<file path="config.mk">
export PLATFORM = sky130hd
export DESIGN_NAME = panel_cfg_serial
export DESIGN_NICKNAME = d
export VERILOG_FILES = /design/src/rtl/panel_link_pkg.sv /design/src/rtl/panel_link_shifter.sv /design/src/rtl/panel_cfg_serial.sv
export SDC_FILE = /design/constraint.sdc
export NUM_CORES = 1
export LEC_CHECK = 0
export ABC_AREA = 1
export BUFFER_PORTS_ARGS = -buffer_cell sky130_fd_sc_hd__buf_2
export CAP_MARGIN = 20
export CELL_PAD_IN_SITES_DETAIL_PLACEMENT = 0
export CELL_PAD_IN_SITES_GLOBAL_PLACEMENT = 1
export CORE_UTILIZATION = 48
export CTS_CLUSTER_DIAMETER = 120
export DETAILED_ROUTE_END_ITERATION = 10
export PLACE_DENSITY_LB_ADDON = 0.1
export SLEW_MARGIN = 20
export SYNTH_ARGS = -nofsm -noshare
export SYNTH_HDL_FRONTEND = slang
export SYNTH_HIERARCHICAL = 1
export SYNTH_SLANG_ARGS = --single-unit
</file>
<file path="constraint.sdc">
create_clock -name clk -period 2.4 [get_ports clk]
set_input_delay 0.24 -clock clk [delete_from_list [all_inputs] [get_ports clk]]
set_output_delay 0.24 -clock clk [all_outputs]
set_load 0.01 [all_outputs]
</file>
<file path="src/rtl/panel_link_pkg.sv">
package panel_link_pkg;

    typedef enum logic [2:0] {
        SH_IDLE,
        SH_LEAD,
        SH_LOW,
        SH_HIGH,
        SH_TRAIL
    } sh_state_e;

    typedef enum logic [1:0] {
        SQ_IDLE,
        SQ_FIRST,
        SQ_SECOND
    } sq_state_e;

endpackage

</file>
<file path="src/rtl/panel_link_shifter.sv">
module panel_link_shifter
    import panel_link_pkg::*;
#(
    parameter int DIV    = 4,
    parameter int WORD_W = 32,
    parameter int CNT_W  = $clog2(WORD_W + 1)
) (
    input  logic              clk,
    input  logic              rst_n,
    input  logic              start_i,
    input  logic [WORD_W-1:0] word_i,
    input  logic [CNT_W-1:0]  nbits_i,
    input  logic              miso_i,
    output logic              cs_n_o,
    output logic              sclk_o,
    output logic              mosi_o,
    output logic              done_o,
    output logic [WORD_W-1:0] rx_o
);
    localparam int DIV_W = $clog2(DIV) + 1;

    typedef struct packed {
        sh_state_e         st;
        logic [DIV_W-1:0]  div;
        logic [CNT_W-1:0]  left;
        logic [WORD_W-1:0] tx;
        logic [WORD_W-1:0] rx;
        logic              cs_n;
        logic              sclk;
        logic              mosi;
        logic              done;
    } sh_regs_t;

    sh_regs_t r_q, r_d;
    logic     phase_end;

    assign phase_end = (r_q.div == DIV_W'(DIV - 1));

    always_comb begin
        r_d      = r_q;
        r_d.done = 1'b0;
        r_d.div  = phase_end ? '0 : r_q.div + 1'b1;
        unique case (r_q.st)
            SH_IDLE: begin
                r_d.div = '0;
                if (start_i) begin
                    r_d.st   = SH_LEAD;
                    r_d.cs_n = 1'b0;
                    r_d.tx   = word_i;
                    r_d.left = nbits_i;
                    r_d.rx   = '0;
                end
            end
            SH_LEAD: begin
                if (phase_end) begin
                    r_d.st   = SH_LOW;
                    r_d.sclk = 1'b0;
                    r_d.mosi = r_q.tx[WORD_W-1];
                    r_d.tx   = {r_q.tx[WORD_W-2:0], 1'b0};
                end
            end
            SH_LOW: begin
                if (phase_end) begin
                    r_d.st   = SH_HIGH;
                    r_d.sclk = 1'b1;
                end
            end
            SH_HIGH: begin
                if (phase_end) begin
                    r_d.rx   = {r_q.rx[WORD_W-2:0], miso_i};
                    r_d.left = r_q.left - 1'b1;
                    if (r_q.left == CNT_W'(1)) begin
                        r_d.st   = SH_TRAIL;
                        r_d.cs_n = 1'b1;
                        r_d.mosi = 1'b1;
                    end else begin
                        r_d.st   = SH_LOW;
                        r_d.sclk = 1'b0;
                        r_d.mosi = r_q.tx[WORD_W-1];
                        r_d.tx   = {r_q.tx[WORD_W-2:0], 1'b0};
                    end
                end
            end
            SH_TRAIL: begin
                if (phase_end) begin
                    r_d.st   = SH_IDLE;
                    r_d.done = 1'b1;
                end
            end
            default: r_d.st = SH_IDLE;
        endcase
    end

    always_ff @(posedge clk or negedge rst_n) begin
        if (!rst_n) begin
            r_q      <= '0;
            r_q.st   <= SH_IDLE;
            r_q.cs_n <= 1'b1;
            r_q.sclk <= 1'b1;
            r_q.mosi <= 1'b1;
        end else begin
            r_q <= r_d;
        end
    end

    assign cs_n_o = r_q.cs_n;
    assign sclk_o = r_q.sclk;
    assign mosi_o = r_q.mosi;
    assign done_o = r_q.done;
    assign rx_o   = r_q.rx;


    mosi_setup_chk: assert property (@(posedge clk) disable iff (!rst_n)
        !$stable(mosi_o) |-> (!sclk_o || cs_n_o));

    rise_in_frame_chk: assert property (@(posedge clk) disable iff (!rst_n)
        $rose(sclk_o) |-> !cs_n_o);

    cs_open_chk: assert property (@(posedge clk) disable iff (!rst_n)
        $fell(cs_n_o) |-> sclk_o);

    cs_close_chk: assert property (@(posedge clk) disable iff (!rst_n)
        $rose(cs_n_o) |-> (sclk_o && mosi_o));

endmodule

</file>
<file path="src/rtl/panel_cfg_serial.sv">
module panel_cfg_serial
    import panel_link_pkg::*;
#(
    parameter int          DIV        = 4,
    parameter int          FRAME_BITS = 24,
    parameter int          READ_BITS  = 32,
    parameter int          PAYLOAD_W  = 16,
    parameter logic [7:0]  DEV_ID     = 8'h1d
) (
    input  logic                 clk,
    input  logic                 rst_n,
    input  logic                 cmd_valid_i,
    output logic                 cmd_ready_o,
    input  logic                 cmd_read_i,
    input  logic [PAYLOAD_W-1:0] cmd_index_i,
    input  logic [PAYLOAD_W-1:0] cmd_data_i,
    output logic                 done_o,
    output logic [READ_BITS-1:0] rdata_o,
    output logic                 cs_n_o,
    output logic                 sclk_o,
    output logic                 mosi_o,
    input  logic                 miso_i
);
    localparam int ID_W  = FRAME_BITS - PAYLOAD_W - 2;
    localparam int PAD_W = READ_BITS - FRAME_BITS;
    localparam int CNT_W = $clog2(READ_BITS + 1);

    typedef struct packed {
        sq_state_e            st;
        logic                 is_read;
        logic [PAYLOAD_W-1:0] data;
        logic [READ_BITS-1:0] rdata;
        logic                 done;
        logic                 start;
        logic [READ_BITS-1:0] word;
        logic [CNT_W-1:0]     nbits;
    } sq_regs_t;

    sq_regs_t             s_q, s_d;
    logic                 sh_done;
    logic [READ_BITS-1:0] sh_rx;

    function automatic logic [READ_BITS-1:0] frame_word(
        input logic rs, input logic rw, input logic [PAYLOAD_W-1:0] payload);
        return {DEV_ID[ID_W-1:0], rs, rw, payload, {PAD_W{1'b0}}};
    endfunction

    always_comb begin
        s_d       = s_q;
        s_d.done  = 1'b0;
        s_d.start = 1'b0;
        unique case (s_q.st)
            SQ_IDLE: begin
                if (cmd_valid_i) begin
                    s_d.st      = SQ_FIRST;
                    s_d.is_read = cmd_read_i;
                    s_d.data    = cmd_data_i;
                    s_d.start   = 1'b1;
                    s_d.word    = frame_word(1'b0, 1'b0, cmd_index_i);
                    s_d.nbits   = CNT_W'(FRAME_BITS);
                end
            end
            SQ_FIRST: begin
                if (sh_done) begin
                    s_d.st    = SQ_SECOND;
                    s_d.start = 1'b1;
                    if (s_q.is_read) begin
                        s_d.word  = frame_word(1'b1, 1'b1, '0);
                        s_d.nbits = CNT_W'(READ_BITS);
                    end else begin
                        s_d.word  = frame_word(1'b1, 1'b0, s_q.data);
                        s_d.nbits = CNT_W'(FRAME_BITS);
                    end
                end
            end
            SQ_SECOND: begin
                if (sh_done) begin
                    s_d.st    = SQ_IDLE;
                    s_d.done  = 1'b1;
                    s_d.rdata = s_q.is_read ? sh_rx : '0;
                end
            end
            default: s_d.st = SQ_IDLE;
        endcase
    end

    always_ff @(posedge clk or negedge rst_n) begin
        if (!rst_n) begin
            s_q    <= '0;
            s_q.st <= SQ_IDLE;
        end else begin
            s_q <= s_d;
        end
    end

    panel_link_shifter #(
        .DIV    (DIV),
        .WORD_W (READ_BITS),
        .CNT_W  (CNT_W)
    ) u_shift (
        .clk     (clk),
        .rst_n   (rst_n),
        .start_i (s_q.start),
        .word_i  (s_q.word),
        .nbits_i (s_q.nbits),
        .miso_i  (miso_i),
        .cs_n_o  (cs_n_o),
        .sclk_o  (sclk_o),
        .mosi_o  (mosi_o),
        .done_o  (sh_done),
        .rx_o    (sh_rx)
    );

    assign cmd_ready_o = (s_q.st == SQ_IDLE);
    assign done_o      = s_q.done;
    assign rdata_o     = s_q.rdata;


    ready_idle_link_chk: assert property (@(posedge clk) disable iff (!rst_n)
        cmd_ready_o |-> (cs_n_o && sclk_o && mosi_o));

    done_single_chk: assert property (@(posedge clk) disable iff (!rst_n)
        done_o |=> !done_o);

    done_after_close_chk: assert property (@(posedge clk) disable iff (!rst_n)
        done_o |-> (cs_n_o && cmd_ready_o));

    ready_drop_chk: assert property (@(posedge clk) disable iff (!rst_n)
        (cmd_ready_o && cmd_valid_i) |=> !cmd_ready_o);

endmodule

</file>
Word-level counts from Yosys, hierarchy flattened
Index checks and enable logic that the tools add are counted.

Add/subtract/negate cells: 2. Equal/unequal tests: 18. Multiplexer cells: 36. Reduce and logical (&&, ||, !) cells: 17.

Operator list (count): two-way mux 32 bit (3); case mux 32 bit (3 select lines) (1); two-way mux 39 bit (2); case mux 39 bit (2 select lines) (1); two-way mux 73 bit (1); two-way mux 71 bit (1); case mux 33 bit (2 select lines) (1); two-way mux 31 bit (1); two-way mux 3 bit (8); two-way mux 19 bit (1); case mux 3 bit (5 select lines) (1); AND reduction 5 bit (3); != test 2 x 1 -> 1 bit, second input constant (7); case mux 6 bit (2 select lines) (1); AND reduction 3 bit (4); equality test 3 x 2 -> 1 bit, second input constant (3); two-way mux 1 bit (8); equality test 6 x 1 -> 1 bit, second input constant (1); two-way mux 2 bit (3); != test 2 bit, second input constant (3); case mux 2 bit (3 select lines) (1); nonzero test 2 bit (3); nonzero test 3 bit (2); subtractor 6 x 1 -> 6 bit, second input constant (1); other kinds (11) (12).

Register bits: 171. Input port bits: 37. Output and inout bits: 37. Word-level logic and storage cells: 90.

Longest topological paths before layout
Depth after elaboration: 4. Gate-level depth with buffers: 9. Depth with buffers taken out: 8.

Cells and area by module
Netlist, hierarchy kept.

By module, submodules not included: panel_link_shifter (times used 1, cells an instance 535, area each 4126.5 um^2, seq. area each 2005.7 um^2); panel_cfg_serial (times used 1, cells an instance 413, area each 3477.1 um^2, seq. area each 1826.8 um^2).

Worst setup path after synthesis
OpenSTA, ideal clock, no wires.

Path type: register to register. Start: register u_shift/r_q[74] in the netlist's numbering. End: register u_shift.r_q, in the netlist u_shift/rx_o[10]. Library setup time: 0.117 ns. Data arrival time: 1.287 ns. Required time: 2.283 ns. Slack: 0.995 ns. Cell stages (with the launch flop): 9. Buffers on the path: 1. Period minus slack after synthesis: 1.405 ns. Path through: dfrtp_1 > ha_1 > nand2_1 > nand2_1 > nand2_1 > inv_2 > buf_2 > nand3_1 > nand2_1.

Word-level cells in the longest chain between the ends: 3.

Ends and longest elaborated chain: start: declaration (line panel_link_shifter.sv:34) `sh_regs_t r_q, r_d;`; start signal: assignment (line panel_link_shifter.sv:102) `r_q <= r_d;`; equality test 3 x 2 -> 1 bit (line panel_link_shifter.sv:37) `assign phase_end = (r_q.div == DIV_W'(DIV - 1));`; != test 2 x 1 -> 1 bit (no line); AND reduction 3 bit (no line).

No other way between the ends. A chain may end at the register's enable or synchronous reset.

Worst setup path after layout
Start: register u_shift/r_q[79] in the netlist's numbering. End: register u_shift/r_q[78] in the netlist's numbering.

Word-level cells in the longest chain between the ends: 3. Elaborated cells on any way between the ends: 12. Classes of those cells: eq/ne (9); mux (1); reduce/logical (2).

Ends and longest elaborated chain: equality test 3 bit, or another cell as far along (line panel_link_shifter.sv:43) `unique case (r_q.st)`; != test 2 x 1 -> 1 bit (no line) or != test 2 bit (tied branches); AND reduction 5 bit (no line).

Several ways; a longest one is shown, not always the timed one.

==> metrics.yaml <==
hpwl_mm: 10.2
status: "finished clean"
holdWs_ns: 0.0171
vias: 5879
ys_warn_count: 6
crit_chain: "inv_2 -> nand2_4 -> inv_2 -> nand2_1 -> nand2_1 -> nor2_1 -> o21ai_0"
root_buffer: "clkbuf_16"
clkTransAtPathRegs_ns: 0.06
finalNetCount: 995
drt_iter0_drc: 413
p_leak_nw: 4.45
synth_seq_cells: 153
clk_latency_ns: 0.42
cp_top_family: "buffers and inverters"
area_growth_pct: 9.03
antenna_found_initial: 0
post_synth.cell_area_avg_um2: 8.02
fin_setup_tns_ns: 0
clock-sinks: 153
power_per_cell_area_nw_per_um2: 682
post-route-drc-count: 0
cp_max_fo: 34
drive_gt1_share_pct: 16.9
ys_types: 28
dieHeight_um: 128
ioPinCount: 74
fin_crit_sh_pct: 82.3
final_cell_mix: "nand2_1 (409), dfrtp_1 (150), nand3_1 (75)"
core-area_um2: 15300
cp_num_buf_inv: 2
finClkSkew_ns: 0.00785
cp.required_ns: 2.74
numCtsBuffers: 17
worst_pin_slew_ns: 0.665
grt.total_usage_pct: 21.1
fmax_mhz: 506
die_w_um: 128
rows: 45
cts_buffer_depth: 2
grt_max_degree: 66
rsz0062_at_grt: "no"
end_kind: "flop"
diodes: 0
setup_violations: 0
hp-class: "primary input to flop"
slew_violations: 0
gp_congestion: 0.797
dieArea_um2: 16300
layout_commonest_cell: "nand2_1"
viasPerCell: 4.99
slowest_delay_ns: 0.54
synth_async_sr_flop_share_pct: 100
wire_per_inst_um: 13.3
crit_type: "flop to flop"
overflow: 0
wirelength_mm: 15.7
netlist_area_um2: 7600
post_cts_buffers: 0
grt_pass1_wl_mm: 27.0
drt_first_pass_iters: 6
cp_slowest_cell: "inv_2"
finalHoldViolCount: 0
ys_seq_area_share_pct: 50.4
power_mw: 5.66
ys.flop_type: "dfrtp_1"
max-slew-margin-rel_pct: 55.7
antenna_left: 0
period_minus_slack_ns: 1.98
cp_data_arrival_time_ns: 2.31
start_util_pct: 49.6
ir_drop_mv: 0.474
cts_max_level: 4
maxCapViolCount: 0
startpoint_type: "flop"
syn_inst: 948
io_buffers: 73
cts_tree: "done"
synth_edf_count: 0
grt_pass1_vias: 5606
## kinds of logic (layout without fill, tap and decap cells)
logic type / after synthesis / count (layout) / share of synthesized area [%]
buf+inv: 139 / 147 / 11.4
xor+xnor: 1 / 1 / 0.115
compound gates: 49 / 49 / 4.21
fa+ha+maj: 3 / 3 / 0.494
simple gates: 602 / 602 / 33.4
other cells: 1 / 13 / 0.0493
flops: 153 / 153 / 50.4
## timing repair
| item | in CTS | in global routing |
|---|---|---|
| setup endpoints to repair | 0 | 0 |
| endpoints found under the hold margin | 60 | 0 |
| hold buffers | 6 | 0 |
| resized for setup | 0 | 0 |
## synthesized netlist by cell type (all sizes together) (2+ instances only)
library cell  count  share of area, %
nand2           414                21
dfrtp           150                49
buf             107               9.8
nand3            79               5.5
nor2             68               3.7
o21ai            47               4.1
nand4            34               3.0
inv              22               1.1
clkbuf           10              0.49
nor3              4              0.26
dfstp             3               1.0
ha                3              0.49
a21oi             2              0.13
or2               2              0.16
## routing by layer
| metal | global-route usage, % | vias up | routed length (um) |
|---|---|---|---|
| met4 | 7.68 | 0 | 246 |
| met5 | 0 | - | 0 |
| li1 | - | 2958 | - |
| met3 | 4.01 | 23 | 550 |
| met2 | 34.7 | 128 | 7590 |
| met1 | 27.7 | 2770 | 7320 |
## final cells by class
type                    instances  area (um^2)
clock buffers                  21          460
clock inverters                11          123
fillers                      1469         7020
inverters                      22         82.6
multi-input cells             668         2950
flip-flops and latches        153         3830
well taps                     211          264
repair buffers                 93          574
## flip-flops by register name, indices dropped and copies added (netlist names)
register / cells
u_shift/mosi_o: 1
u_shift/r_q: 44
rdata_o: 32
u_shift/cs_n_o: 1
s_q: 40
done_o: 1
u_shift/done_o: 1
u_shift/sclk_o: 1
u_shift/rx_o: 32
## through the flow
stage | utilization, % | setup WS, ns | instances | cell area [um^2]
final | 54.1 | 0.425 | 1179 | 8290
after global routing | 54.1 | 0.161 | 1179 | 8290
after CTS | 54.1 | 0.403 | 1179 | 8290
after detailed placement | 49.9 | 0.420 | 1141 | 7650
after global placement | 49.9 | 0.487 | 1141 | 7650
after floorplan | - | 0.995 | 960 | 7650
## worst paths after layout
check | start | end | slack (ns) | depth (start not counted)
max reg2reg | u_shift/r_q[79] | u_shift/r_q[78] | 0.42 | 7
max in group asynchronous | rst_n | u_shift/sclk_o | 1.24 | 3
min in group asynchronous | rst_n | s_q[82] | 0.36 | 2
max | u_shift/r_q[79] | u_shift/r_q[78] | 0.42 | 7
min | cmd_data_i[5] | s_q[77] | 0.02 | 3
min reg2reg | u_shift/r_q[74] | u_shift/r_q[74] | 0.45 | 1
## power breakdown
part	switching (mW)	total, mW	internal (mW)
registers	0.0530	2.70	2.65
logic	0.201	0.320	0.119
clock network	1.05	2.63	1.58
total	1.30	5.66	4.35
## worst min-delay path, delay by kind of cell
family        cells  cell delay, ns
buf+inv           1            0.08
simple gates      2            0.09
Note: power is estimated with default switching activity, not from simulation.
